$ cat src/rtl/pfu_pkg.sv
package pfu_pkg;
   typedef enum logic [1:0] {
      EXEC_HW      = 2'd0,
      EXEC_LOAD_HW = 2'd1,
      EXEC_SW      = 2'd2
   } exec_mode_e;
endpackage

$ cat src/rtl/ctx_stack.sv
module ctx_stack #(
   parameter int SITE_W = 4,
   parameter int DEPTH  = 16
) (
   input  logic              clk,
   input  logic              rst_n,
   input  logic              push,
   input  logic              pop,
   input  logic [SITE_W-1:0] push_site,
   output logic [SITE_W-1:0] top0,
   output logic [SITE_W-1:0] top1,
   output logic              has0,
   output logic              has1,
   output logic              underflow
);
   localparam int CW = $clog2(DEPTH + 1);

   generate
      if (DEPTH < 2) begin : g_bad_depth
         $error("ctx_stack needs DEPTH >= 2");
      end
   endgenerate

   logic [SITE_W-1:0] stk [DEPTH];
   logic [CW-1:0]     cnt;

   always_ff @(posedge clk) begin
      if (!rst_n) begin
         cnt       <= '0;
         underflow <= 1'b0;
         for (int i = 0; i < DEPTH; i++) stk[i] <= '0;
      end else begin
         underflow <= 1'b0;
         if (push && !pop) begin
            stk[0] <= push_site;
            for (int i = 1; i < DEPTH; i++) stk[i] <= stk[i-1];
            if (cnt != CW'(DEPTH)) cnt <= cnt + 1'b1;
         end else if (pop && !push) begin
            if (cnt == '0) begin
               underflow <= 1'b1;
            end else begin
               for (int i = 0; i < DEPTH-1; i++) stk[i] <= stk[i+1];
               stk[DEPTH-1] <= '0;
               cnt <= cnt - 1'b1;
            end
         end
      end
   end

   assign top0 = stk[0];
   assign top1 = stk[1];
   assign has0 = (cnt != '0);
   assign has1 = (cnt > CW'(1));


   push_top_chk: assert property (@(posedge clk) disable iff (!rst_n)
      (push && !pop) |=> (top0 == $past(push_site)));

   underflow_chk: assert property (@(posedge clk) disable iff (!rst_n)
      (pop && !push && cnt == '0) |=> (underflow && cnt == '0));

   full_drop_chk: assert property (@(posedge clk) disable iff (!rst_n)
      (push && !pop && cnt == CW'(DEPTH)) |=> (cnt == CW'(DEPTH) && stk[DEPTH-1] == $past(stk[DEPTH-2])));
endmodule

$ cat src/rtl/ctx_label_match.sv
module ctx_label_match #(
   parameter int SITE_W = 4,
   parameter int NLBL   = 2,
   localparam int LW    = (NLBL > 1) ? $clog2(NLBL) : 1
) (
   input  logic [SITE_W-1:0]        top0,
   input  logic [SITE_W-1:0]        top1,
   input  logic                     has0,
   input  logic                     has1,
   input  logic [NLBL-1:0]          lbl_en,
   input  logic [2*NLBL-1:0]        lbl_dc,
   input  logic [2*NLBL*SITE_W-1:0] lbl_site,
   output logic                     hit,
   output logic [LW-1:0]            sel
);
   logic m0, m1;

   always_comb begin
      hit = 1'b0;
      sel = '0;
      m0  = 1'b0;
      m1  = 1'b0;
      for (int l = NLBL-1; l >= 0; l--) begin
         m0 = lbl_dc[2*l]   || (has0 && lbl_site[(2*l)*SITE_W +: SITE_W] == top0);
         m1 = lbl_dc[2*l+1] || (has1 && lbl_site[(2*l+1)*SITE_W +: SITE_W] == top1);
         if (lbl_en[l] && m0 && m1) begin
            hit = 1'b1;
            sel = LW'(l);
         end
      end
   end
endmodule

$ cat src/rtl/prefetch_issue_rule.sv
module prefetch_issue_rule #(
   parameter int MOD_W = 4,
   parameter int QLEN  = 4,
   localparam int NMOD = 1 << MOD_W,
   localparam int PW   = $clog2(QLEN + 1)
) (
   input  logic [QLEN*MOD_W-1:0] q_ids,
   input  logic [PW-1:0]         q_len,
   input  logic [NMOD-1:0]       res_mask,
   input  logic                  busy,
   input  logic [MOD_W-1:0]      ctl_mod,
   output logic                  want_load,
   output logic                  want_pre,
   output logic [MOD_W-1:0]      want_mod
);
   generate
      if (QLEN < 2) begin : g_bad_qlen
         $error("prefetch_issue_rule needs QLEN >= 2");
      end
   endgenerate

   logic [MOD_W-1:0] ids [QLEN];
   genvar gi;
   generate
      for (gi = 0; gi < QLEN; gi++) begin : g_ids
         assign ids[gi] = q_ids[gi*MOD_W +: MOD_W];
      end
   endgenerate

   logic [PW-1:0]    ppos, cpos;
   logic [MOD_W-1:0] cmod;

   always_comb begin
      ppos = PW'(QLEN);
      for (int i = QLEN-1; i >= 0; i--)
         if (PW'(i) < q_len && ids[i] == ctl_mod) ppos = PW'(i);
      cpos = PW'(QLEN);
      cmod = ids[0];
      for (int i = QLEN-1; i >= 1; i--)
         if (PW'(i) < q_len && !res_mask[ids[i]]) begin
            cpos = PW'(i);
            cmod = ids[i];
         end
      want_load = 1'b0;
      want_pre  = 1'b0;
      want_mod  = ids[0];
      if (q_len != '0) begin
         if (!res_mask[ids[0]]) begin
            if (!busy)            want_load = 1'b1;
            else if (ppos != '0)  want_pre  = 1'b1;
         end else if (cpos != PW'(QLEN)) begin
            want_mod = cmod;
            if (!busy)            want_load = 1'b1;
            else if (cpos < ppos) want_pre  = 1'b1;
         end
      end
   end
endmodule

$ cat src/rtl/exec_select.sv
module exec_select
   import pfu_pkg::*;
#(
   parameter int TIME_W = 12
) (
   input  logic              resident,
   input  logic [TIME_W-1:0] left_t,
   input  logic [TIME_W-1:0] hw_t,
   input  logic [TIME_W-1:0] sw_t,
   output exec_mode_e        mode
);
   logic [TIME_W:0] via_hw;

   always_comb begin
      via_hw = {1'b0, left_t} + {1'b0, hw_t};
      if (resident)                  mode = EXEC_HW;
      else if (via_hw < {1'b0, sw_t}) mode = EXEC_LOAD_HW;
      else                           mode = EXEC_SW;
   end
endmodule

$ cat src/rtl/ctx_prefetch_unit.sv
module ctx_prefetch_unit
   import pfu_pkg::*;
#(
   parameter int SITE_W = 4,
   parameter int MOD_W  = 4,
   parameter int DEPTH  = 16,
   parameter int QLEN   = 4,
   parameter int NLBL   = 2,
   parameter int TIME_W = 12,
   localparam int NMOD  = 1 << MOD_W,
   localparam int PW    = $clog2(QLEN + 1),
   localparam int LW    = (NLBL > 1) ? $clog2(NLBL) : 1
) (
   input  logic                     clk,
   input  logic                     rst_n,
   input  logic                     call_vld,
   input  logic [SITE_W-1:0]        call_site,
   input  logic                     ret_vld,
   input  logic                     node_vld,
   input  logic [NLBL-1:0]          lbl_en,
   input  logic [2*NLBL-1:0]        lbl_dc,
   input  logic [2*NLBL*SITE_W-1:0] lbl_site,
   input  logic [NLBL*PW-1:0]       q_len,
   input  logic [NLBL*QLEN*MOD_W-1:0] q_ids,
   input  logic [NMOD-1:0]          res_mask,
   input  logic                     ctl_busy,
   input  logic [MOD_W-1:0]         ctl_mod,
   input  logic                     hit_vld,
   input  logic [MOD_W-1:0]         hit_mod,
   input  logic [TIME_W-1:0]        hit_left,
   input  logic [TIME_W-1:0]        hit_hw,
   input  logic [TIME_W-1:0]        hit_sw,
   output logic                     load_req,
   output logic                     preempt_req,
   output logic [MOD_W-1:0]         req_mod,
   output logic                     exec_vld,
   output logic [1:0]               exec_mode,
   output logic                     ctx_err
);
   generate
      if (NLBL < 1) begin : g_bad_nlbl
         $error("ctx_prefetch_unit needs NLBL >= 1");
      end
   endgenerate

   logic [SITE_W-1:0] top0, top1;
   logic              has0, has1;

   ctx_stack #(.SITE_W(SITE_W), .DEPTH(DEPTH)) stack_i (
      .clk(clk), .rst_n(rst_n), .push(call_vld), .pop(ret_vld),
      .push_site(call_site), .top0(top0), .top1(top1),
      .has0(has0), .has1(has1), .underflow(ctx_err)
   );

   logic          lbl_hit;
   logic [LW-1:0] lbl_sel;

   ctx_label_match #(.SITE_W(SITE_W), .NLBL(NLBL)) match_i (
      .top0(top0), .top1(top1), .has0(has0), .has1(has1),
      .lbl_en(lbl_en), .lbl_dc(lbl_dc), .lbl_site(lbl_site),
      .hit(lbl_hit), .sel(lbl_sel)
   );

   logic [QLEN*MOD_W-1:0] sel_ids;
   logic [PW-1:0]         sel_len;

   assign sel_ids = q_ids[lbl_sel*(QLEN*MOD_W) +: QLEN*MOD_W];
   assign sel_len = q_len[lbl_sel*PW +: PW];

   logic             want_load, want_pre;
   logic [MOD_W-1:0] want_mod;

   prefetch_issue_rule #(.MOD_W(MOD_W), .QLEN(QLEN)) rule_i (
      .q_ids(sel_ids), .q_len(sel_len), .res_mask(res_mask),
      .busy(ctl_busy), .ctl_mod(ctl_mod),
      .want_load(want_load), .want_pre(want_pre), .want_mod(want_mod)
   );

   exec_mode_e mode_nx;

   exec_select #(.TIME_W(TIME_W)) exec_i (
      .resident(res_mask[hit_mod]), .left_t(hit_left),
      .hw_t(hit_hw), .sw_t(hit_sw), .mode(mode_nx)
   );

   always_ff @(posedge clk) begin
      if (!rst_n) begin
         load_req    <= 1'b0;
         preempt_req <= 1'b0;
         req_mod     <= '0;
         exec_vld    <= 1'b0;
         exec_mode   <= 2'd0;
      end else begin
         load_req    <= node_vld && lbl_hit && want_load;
         preempt_req <= node_vld && lbl_hit && want_pre;
         if (node_vld) req_mod <= want_mod;
         exec_vld    <= hit_vld;
         if (hit_vld) exec_mode <= mode_nx;
      end
   end


   one_req_chk: assert property (@(posedge clk) disable iff (!rst_n)
      $onehot0({load_req, preempt_req}));

   load_idle_chk: assert property (@(posedge clk) disable iff (!rst_n)
      load_req |-> $past(!ctl_busy));

   pre_busy_chk: assert property (@(posedge clk) disable iff (!rst_n)
      preempt_req |-> $past(ctl_busy));

   no_match_chk: assert property (@(posedge clk) disable iff (!rst_n)
      (node_vld && !lbl_hit) |=> (!load_req && !preempt_req));

   hw_resident_chk: assert property (@(posedge clk) disable iff (!rst_n)
      (exec_vld && exec_mode == 2'd0) |-> $past(res_mask[hit_mod]));
endmodule

$ cat config.mk
export PLATFORM = sky130hd
export DESIGN_NAME = ctx_prefetch_unit
export DESIGN_NICKNAME = d
export VERILOG_FILES = /design/src/rtl/pfu_pkg.sv /design/src/rtl/ctx_stack.sv /design/src/rtl/ctx_label_match.sv /design/src/rtl/prefetch_issue_rule.sv /design/src/rtl/exec_select.sv /design/src/rtl/ctx_prefetch_unit.sv
export SDC_FILE = /design/constraint.sdc
export NUM_CORES = 1
export LEC_CHECK = 0
export BUFFER_PORTS_ARGS = -buffer_cell sky130_fd_sc_hd__buf_2
export CAP_MARGIN = 20
export CORE_MARGIN = 5
export CORE_UTILIZATION = 45
export CTS_BUF_LIST = sky130_fd_sc_hd__clkbuf_4
export CTS_CLUSTER_DIAMETER = 30
export DETAILED_ROUTE_END_ITERATION = 10
export PLACE_DENSITY = 0.67
export SLEW_MARGIN = 15
export SYNTH_ARGS = -nofsm -noshare
export SYNTH_HDL_FRONTEND = slang
export SYNTH_HIERARCHICAL = 1
export SYNTH_SLANG_ARGS = --single-unit
$ cat constraint.sdc
create_clock -name clk -period 13.1 [get_ports clk]
set_clock_uncertainty 0.05 [all_clocks]
set_input_delay 1.965 -clock clk [delete_from_list [all_inputs] [get_ports clk]]
set_output_delay 1.965 -clock clk [all_outputs]
set_load 0.05 [all_outputs]
==> impl_metrics.ini, run 1 <==
[logic_synthesis]
mappedNetlistArea_um2 = 6142
synth_top_area_share_pct = 29.33
synth_cells = 559
synth_area_leaders = edfxtp_1 29%, a22o_1 7.7%, ha_1 6.3%, dfxtp_1 6.2%, mux4_2 5.1%
ys_types = 85
synth_ff_type = edfxtp_1
synth_warnings = 6
syn_avg_cell_area_um2 = 10.99
synth_common_cells = 60 x edfxtp_1, 54 x a22o_1, 31 x ha_1, 31 x inv_1, 28 x nand2_1
synth.largest_area_cell = edfxtp_1
yosysMostFrequentCell = edfxtp_1
seq_area_frac_synth_pct = 35.53
synth_async_sr_flop_share_pct = 0
synth_edf_count = 60
syn_nets = 722
ys_ff_latch = 79

[timing]
final.setup.tns_ns = 0
max-slew-margin-rel_pct = 35.68
tightest_slew_ns = 0.9648
rsz0062_at_grt = no
finalCriticalPeriod_ns = 5.922
finalMaxSlewViolations = 0
hold_ws_ns = 0.4822
setup_viol_count_final = 0
max_freq_ghz = 0.1689
finalCritPeriodShare_pct = 45.21
hold_viol_final = 0
postLayoutSetupSlackWorst_ns = 7.178

[grt]
overflow = 0
grt_max_degree = 53
grt_pass1_vias = 4971
grt_usage_pct = 18.29
grt_pass1_wl_um = 24440
antenna_found_initial = 0

[floorplanning]
pin_count = 141
die_x_um = 126.8
start_util_pct = 46.20
rows = 42
die_h_um = 126.8
die_area_um2 = 16090
core_area_um2 = 13300

[placed_design]
port_buffers = 140
finalWeightedCongestion = 0.9016
place_area_um2 = 6842
post-dp-hpwl_um = 11640
place_ws_ns = 6.796

[pwr]
p_switching_uw = 328.5
p_per_area_nw_per_um2 = 122.4
ir_drop_uv = 70.89
seqPwrFrac_pct = 43.8
p_leak_nw = 2.947
p_sw_share_pct = 38.42
comb_power_share_pct = 40.7
power.internal_uw = 526.5
clkPwrFrac_pct = 15.6

[route]
drc = 0
first_iter_violations = 384
routed_via_density = 5.891
post_drt_wl_per_cell_um = 17.76
first_pass_iters = 5
postRouteAntennaNets = 0
via_count = 5031
wl_um = 15160

[final_layout]
seq_area_um2 = 2182
multiInputGateArea_um2 = 3600
area_growth_pct = 13.71
drive_above_1_share_pct = 32.15
fin_nets = 836
fin_area_um2 = 6984
n_antenna_cell = 0
fill_cells = 1203

[cts]
post_cts_buffers = 0
cts_tree = built
clock_path_buffers = 2
cts_buffers = 9
ctsRootBufferMaster = clkbuf_4
cts_hold_buf = 0
clk_latency_ns = 0.42
clk_pin_slew_ns = 0.13
clock-sinks = 79
ctsHtreeMaxLevel = 3
cts-resized-gates = 0

[critical_path]
cp-start-kind = input port
cp.arrival_ns = 6.24
critPathRequiredTime_ns = 13.42
end_kind = flop
crit_type = input port to flop
path_max_fanout = 19
ff2ff_path_depth = 18

[flow_run]
cap_violations = 0

[min_path]
min_path_type = flop to flop
hold_depth = 2

[run_status]
status = finished, final reports clean
-- worst max-delay path, cell delays in order --
cell and delay, ns:
buf_2 0.09, inv_1 0.03, a222oi_1 0.30, a31oi_1 0.24
a2111oi_4 0.35, buf_4 0.31, mux2_2 0.48, mux4_2 0.45
a22o_1 0.25, a311oi_4 0.38, o21bai_2 0.24, nor2b_1 0.24
ha_1 0.25, and2_1 0.14, o41a_1 0.12, o31ai_2 0.19
and4_1 0.20
-- placed cells by master, fill, tap and decap left out, types with 3 or more instances in the layout --
cell | Yosys | layout
mux2_2 | 21 | 21
a31oi_1 | 6 | 6
o21a_1 | 4 | 4
nor2b_1 | 12 | 12
buf_2 | 11 | 140
a21boi_1 | 3 | 3
nand3_1 | 20 | 20
inv_1 | 31 | 31
ha_1 | 31 | 31
xor2_1 | 23 | 23
buf_4 | 8 | 3
a32o_1 | 3 | 3
dfxtp_1 | 19 | 19
clkbuf_4 | 0 | 9
a221o_1 | 4 | 4
mux4_2 | 14 | 14
and2_1 | 10 | 10
mux2i_1 | 18 | 18
nor3b_1 | 3 | 3
nand2b_1 | 11 | 11
a2111oi_0 | 3 | 3
edfxtp_1 | 60 | 60
nand4_1 | 3 | 3
o211ai_1 | 3 | 3
o21ai_0 | 14 | 14
mux4_1 | 4 | 4
xnor2_1 | 19 | 19
nor3_1 | 7 | 7
nand2_1 | 28 | 28
nor2_1 | 13 | 13
a21oi_1 | 17 | 17
or3b_1 | 4 | 4
a22o_1 | 54 | 54
-- path summary, 6_finish.rpt --
kind / startpoint / to / slack, ns
max: lbl_site[10] / preempt_req / 7.18
min: exec_mode[1] / exec_mode[1] / 0.48
max reg2reg: stack_i/cnt[0] / preempt_req / 7.83
min reg2reg: exec_mode[1] / exec_mode[1] / 0.48
-- state kept, by name, indices dropped and copies added, names as in the netlist --
| register | count |
|---|---|
| req_mod | 4 |
| load_req | 1 |
| stack_i/stk | 64 |
| exec_vld | 1 |
| preempt_req | 1 |
| exec_mode | 2 |
| stack_i/underflow | 1 |
| stack_i/cnt | 5 |
-- layer usage --
metal  vias up  track usage, %  wire length, µm
li1       2364               -                -
met1      2464           24.84             6667
met2       195           30.20             7262
met3         8           4.540             1148
met4         0           3.028               85
met5         -               0                0
-- cells by family (layout without fill, tap and decap cells) --
kind of cell	Yosys count	after routing	share of synthesized area [%]
AO/OA/AOI/OAI	144	144	19.45
XOR/XNOR	42	42	5.989
adder cells (fa/ha/maj)	32	32	6.641
buffers and inverters	72	191	6.152
flip-flops	79	79	35.53
multiplexers	58	58	13.81
AND/OR/NAND/NOR	132	132	12.43
-- through the flow --
| step | cells | utilization [%] | power (mW) |
|---|---|---|---|
| 2_1_floorplan | 559 | - | 0.6361 |
| 3_3_place_gp | 837 | 51.46 | 0.7116 |
| 3_5_place_dp | 837 | 51.46 | 0.7250 |
| 4_1_cts | 853 | 52.38 | 0.8599 |
| 5_1_grt | 854 | 52.53 | 0.9139 |
| 6_report | 854 | 52.53 | 0.8550 |
-- power by group through the flow --
stage	Combinational [mW]	Clock (mW)	Sequential [mW]
2_1_floorplan	0.265	0	0.371
3_3_place_gp	0.335	0	0.377
3_5_place_dp	0.345	0	0.380
4_1_cts	0.347	0.139	0.374
5_1_grt	0.383	0.151	0.380
6_report	0.348	0.133	0.374
-- layout make-up --
type | count | area share [%]
multi-input cells | 408 | 51.54
inverters | 31 | 1.666
clock inverters | 7 | 0.7882
flip-flops and latches | 79 | 31.24
well taps | 176 | 3.153
repair buffers | 144 | 10.64
clock buffers | 9 | 0.9674
Note: power is estimated with default switching activity, not from simulation.
==> run 2, diff against run 1 <==
--- a/config.mk
+++ b/config.mk
@@ -12,7 +12,7 @@
 export CTS_BUF_LIST = sky130_fd_sc_hd__clkbuf_4
 export CTS_CLUSTER_DIAMETER = 30
 export DETAILED_ROUTE_END_ITERATION = 10
-export PLACE_DENSITY = 0.67
+export PLACE_DENSITY = 0.7
 export SLEW_MARGIN = 15
 export SYNTH_ARGS = -nofsm -noshare
 export SYNTH_HDL_FRONTEND = slang
==> constraint.sdc (replaced) <==
create_clock -name clk -period 5.1 [get_ports clk]
set_clock_uncertainty 0.05 [all_clocks]
set_input_delay 0.765 -clock clk [delete_from_list [all_inputs] [get_ports clk]]
set_output_delay 0.765 -clock clk [all_outputs]
set_load 0.05 [all_outputs]
==> run 2 against run 1 <==
Sequential power grew to 2.6 times the previous value. Final cell count is 0.35% higher. Flip-flop and latch count stayed put. First-iteration DRC count is 1.8% higher. Power grew to 2.6 times the previous value. Utilization is 0.24 points higher. Non-clock buffer count is 3 higher. Clock power grew to 2.6 times the previous value. Die area stayed put. Largest cell class unchanged.
==> impl_metrics.ini, run 2 (synthesis gave the netlist of run 1 again) <==
[placed_design]
post-dp-hpwl_um = 12600
finalWeightedCongestion = 0.9818
port_buffers = 140
place_ws_ns = 0.1584

[critical_path]
ff2ff_path_depth = 18
critPathRequiredTime_ns = 5.43
reg2reg_slack_ns = 0.26
path_max_fanout = 18
cp.arrival_ns = 5.17
r2r-end = preempt_req
r2r-start = stack_i/cnt[0]
cp-start-kind = flop
crit_type = flop to flop
end_kind = flop

[timing]
tightest_slew_ns = 0.9740
finalCriticalPeriod_ns = 4.842
postLayoutSetupSlackWorst_ns = 0.2580
hold_viol_final = 0
rsz0062_at_grt = no
finalCritPeriodShare_pct = 94.94
setup_viol_count_final = 0
max-slew-margin-rel_pct = 35.07
final.setup.tns_ns = 0
hold_ws_ns = 0.4838
max_freq_ghz = 0.2065
finalMaxSlewViolations = 0

[final_layout]
drive_above_1_share_pct = 32.31
fin_nets = 839
reg.largest.list = stack_i/stk: 64 flops, stack_i/cnt: 5 flops, req_mod: 4 flops
final_common_cell = buf_2
largest_register_ffs = 64
layout_common_cells = 140 x buf_2, 60 x edfxtp_1, 54 x a22o_1
area_growth_pct = 14.24
n_antenna_cell = 0
regMostFlops = stack_i/stk

[route]
wl_um = 16560
first_pass_iters = 5
drc = 0
postRouteAntennaNets = 0
routed_via_density = 5.915
via_count = 5069
post_drt_wl_per_cell_um = 19.32
first_iter_violations = 391

[cts]
clk_pin_slew_ns = 0.13
ctsHtreeMaxLevel = 3
post_cts_buffers = 0
clock_path_buffers = 2
cts-resized-gates = 0
clk_latency_ns = 0.44
ctsRootBufferMaster = clkbuf_4
cts_buffers = 9
cts_tree = built
cts_hold_buf = 0
clock-sinks = 79

[min_path]
hold_depth = 2
hp-start = exec_mode[0]
min_path_type = flop to flop
min_to = exec_mode[0]

[grt]
overflow = 0
grt_pass1_vias = 5020
grt_usage_pct = 19.80
grt_pass1_wl_um = 25740
antenna_found_initial = 0
grt_max_degree = 53

[pwr]
total_power_mw = 2.223
ir_drop_uv = 266.7
p_per_area_nw_per_um2 = 316.8
p_leak_nw = 2.959

[floorplanning]
die_h_um = 126.8
core_area_um2 = 13300
die_x_um = 126.8
die_area_um2 = 16090
start_util_pct = 46.20
pin_count = 141
rows = 42

[flow_run]
cap_violations = 0

[run_status]
status = finished, final reports clean
==> run 2: routing by layer <==
| layer | vias to the layer above | global-route usage (%) | routed length [µm] |
|---|---|---|---|
| met2 | 210 | 32.50 | 7775 |
| met5 | - | 0 | 0 |
| li1 | 2370 | - | - |
| met1 | 2459 | 26.00 | 7109 |
| met4 | 0 | 5.994 | 337 |
| met3 | 30 | 4.792 | 1337 |
==> run 2: final cells by class <==
cell class,instances,area (µm²)
fillers,1173,6279
multi-input cells,408,3600
flip-flops and latches,79,2182
repair buffers,147,778.2
well taps,176,220.2
inverters,31,116.4
clock buffers,9,67.56
clock inverters,7,52.55
==> run 2: worst max-delay path by stage <==
stage | start | to
2_1_floorplan | lbl_site[10] | preempt_req
3_3_place_gp | lbl_site[8] | preempt_req
3_5_place_dp | lbl_site[10] | preempt_req
4_1_cts | stack_i/cnt[0] | preempt_req
5_1_grt | stack_i/cnt[0] | preempt_req
6_report | stack_i/cnt[0] | preempt_req
==> run 2: per-stage QoR <==
stage               instances  utilization, %  area, µm²
floorplan                 559               -       6142
global placement          840           51.72       6877
detailed placement        840           51.72       6877
CTS                       856           52.63       6997
global route              857           52.78       7017
finish                    857           52.78       7017
==> run 2: critical path, cell delays in order (launching register included) <==
cell and delay, ns:
dfxtp_1 0.38, inv_1 0.14, ha_1 0.18, nor4b_4 0.35, inv_1 0.11, a31o_2 0.24
a2111oi_4 0.48, buf_12 0.22, mux2_2 0.44, mux4_2 0.43, or2_1 0.23, a41oi_2 0.22
o21a_4 0.25, nor2_4 0.07, ha_1 0.31, a21oi_1 0.13, nand4_1 0.12, o31ai_2 0.24
and4_1 0.20
==> run 2: power breakdown <==
group | internal (mW) | switching, mW | total, mW | leakage (nW)
sequential | 0.849 | 0.110 | 0.959 | 0.805
combinational | 0.416 | 0.502 | 0.918 | 2.09
clock | 0.104 | 0.241 | 0.345 | 0.0623
total | 1.37 | 0.854 | 2.22 | 2.96
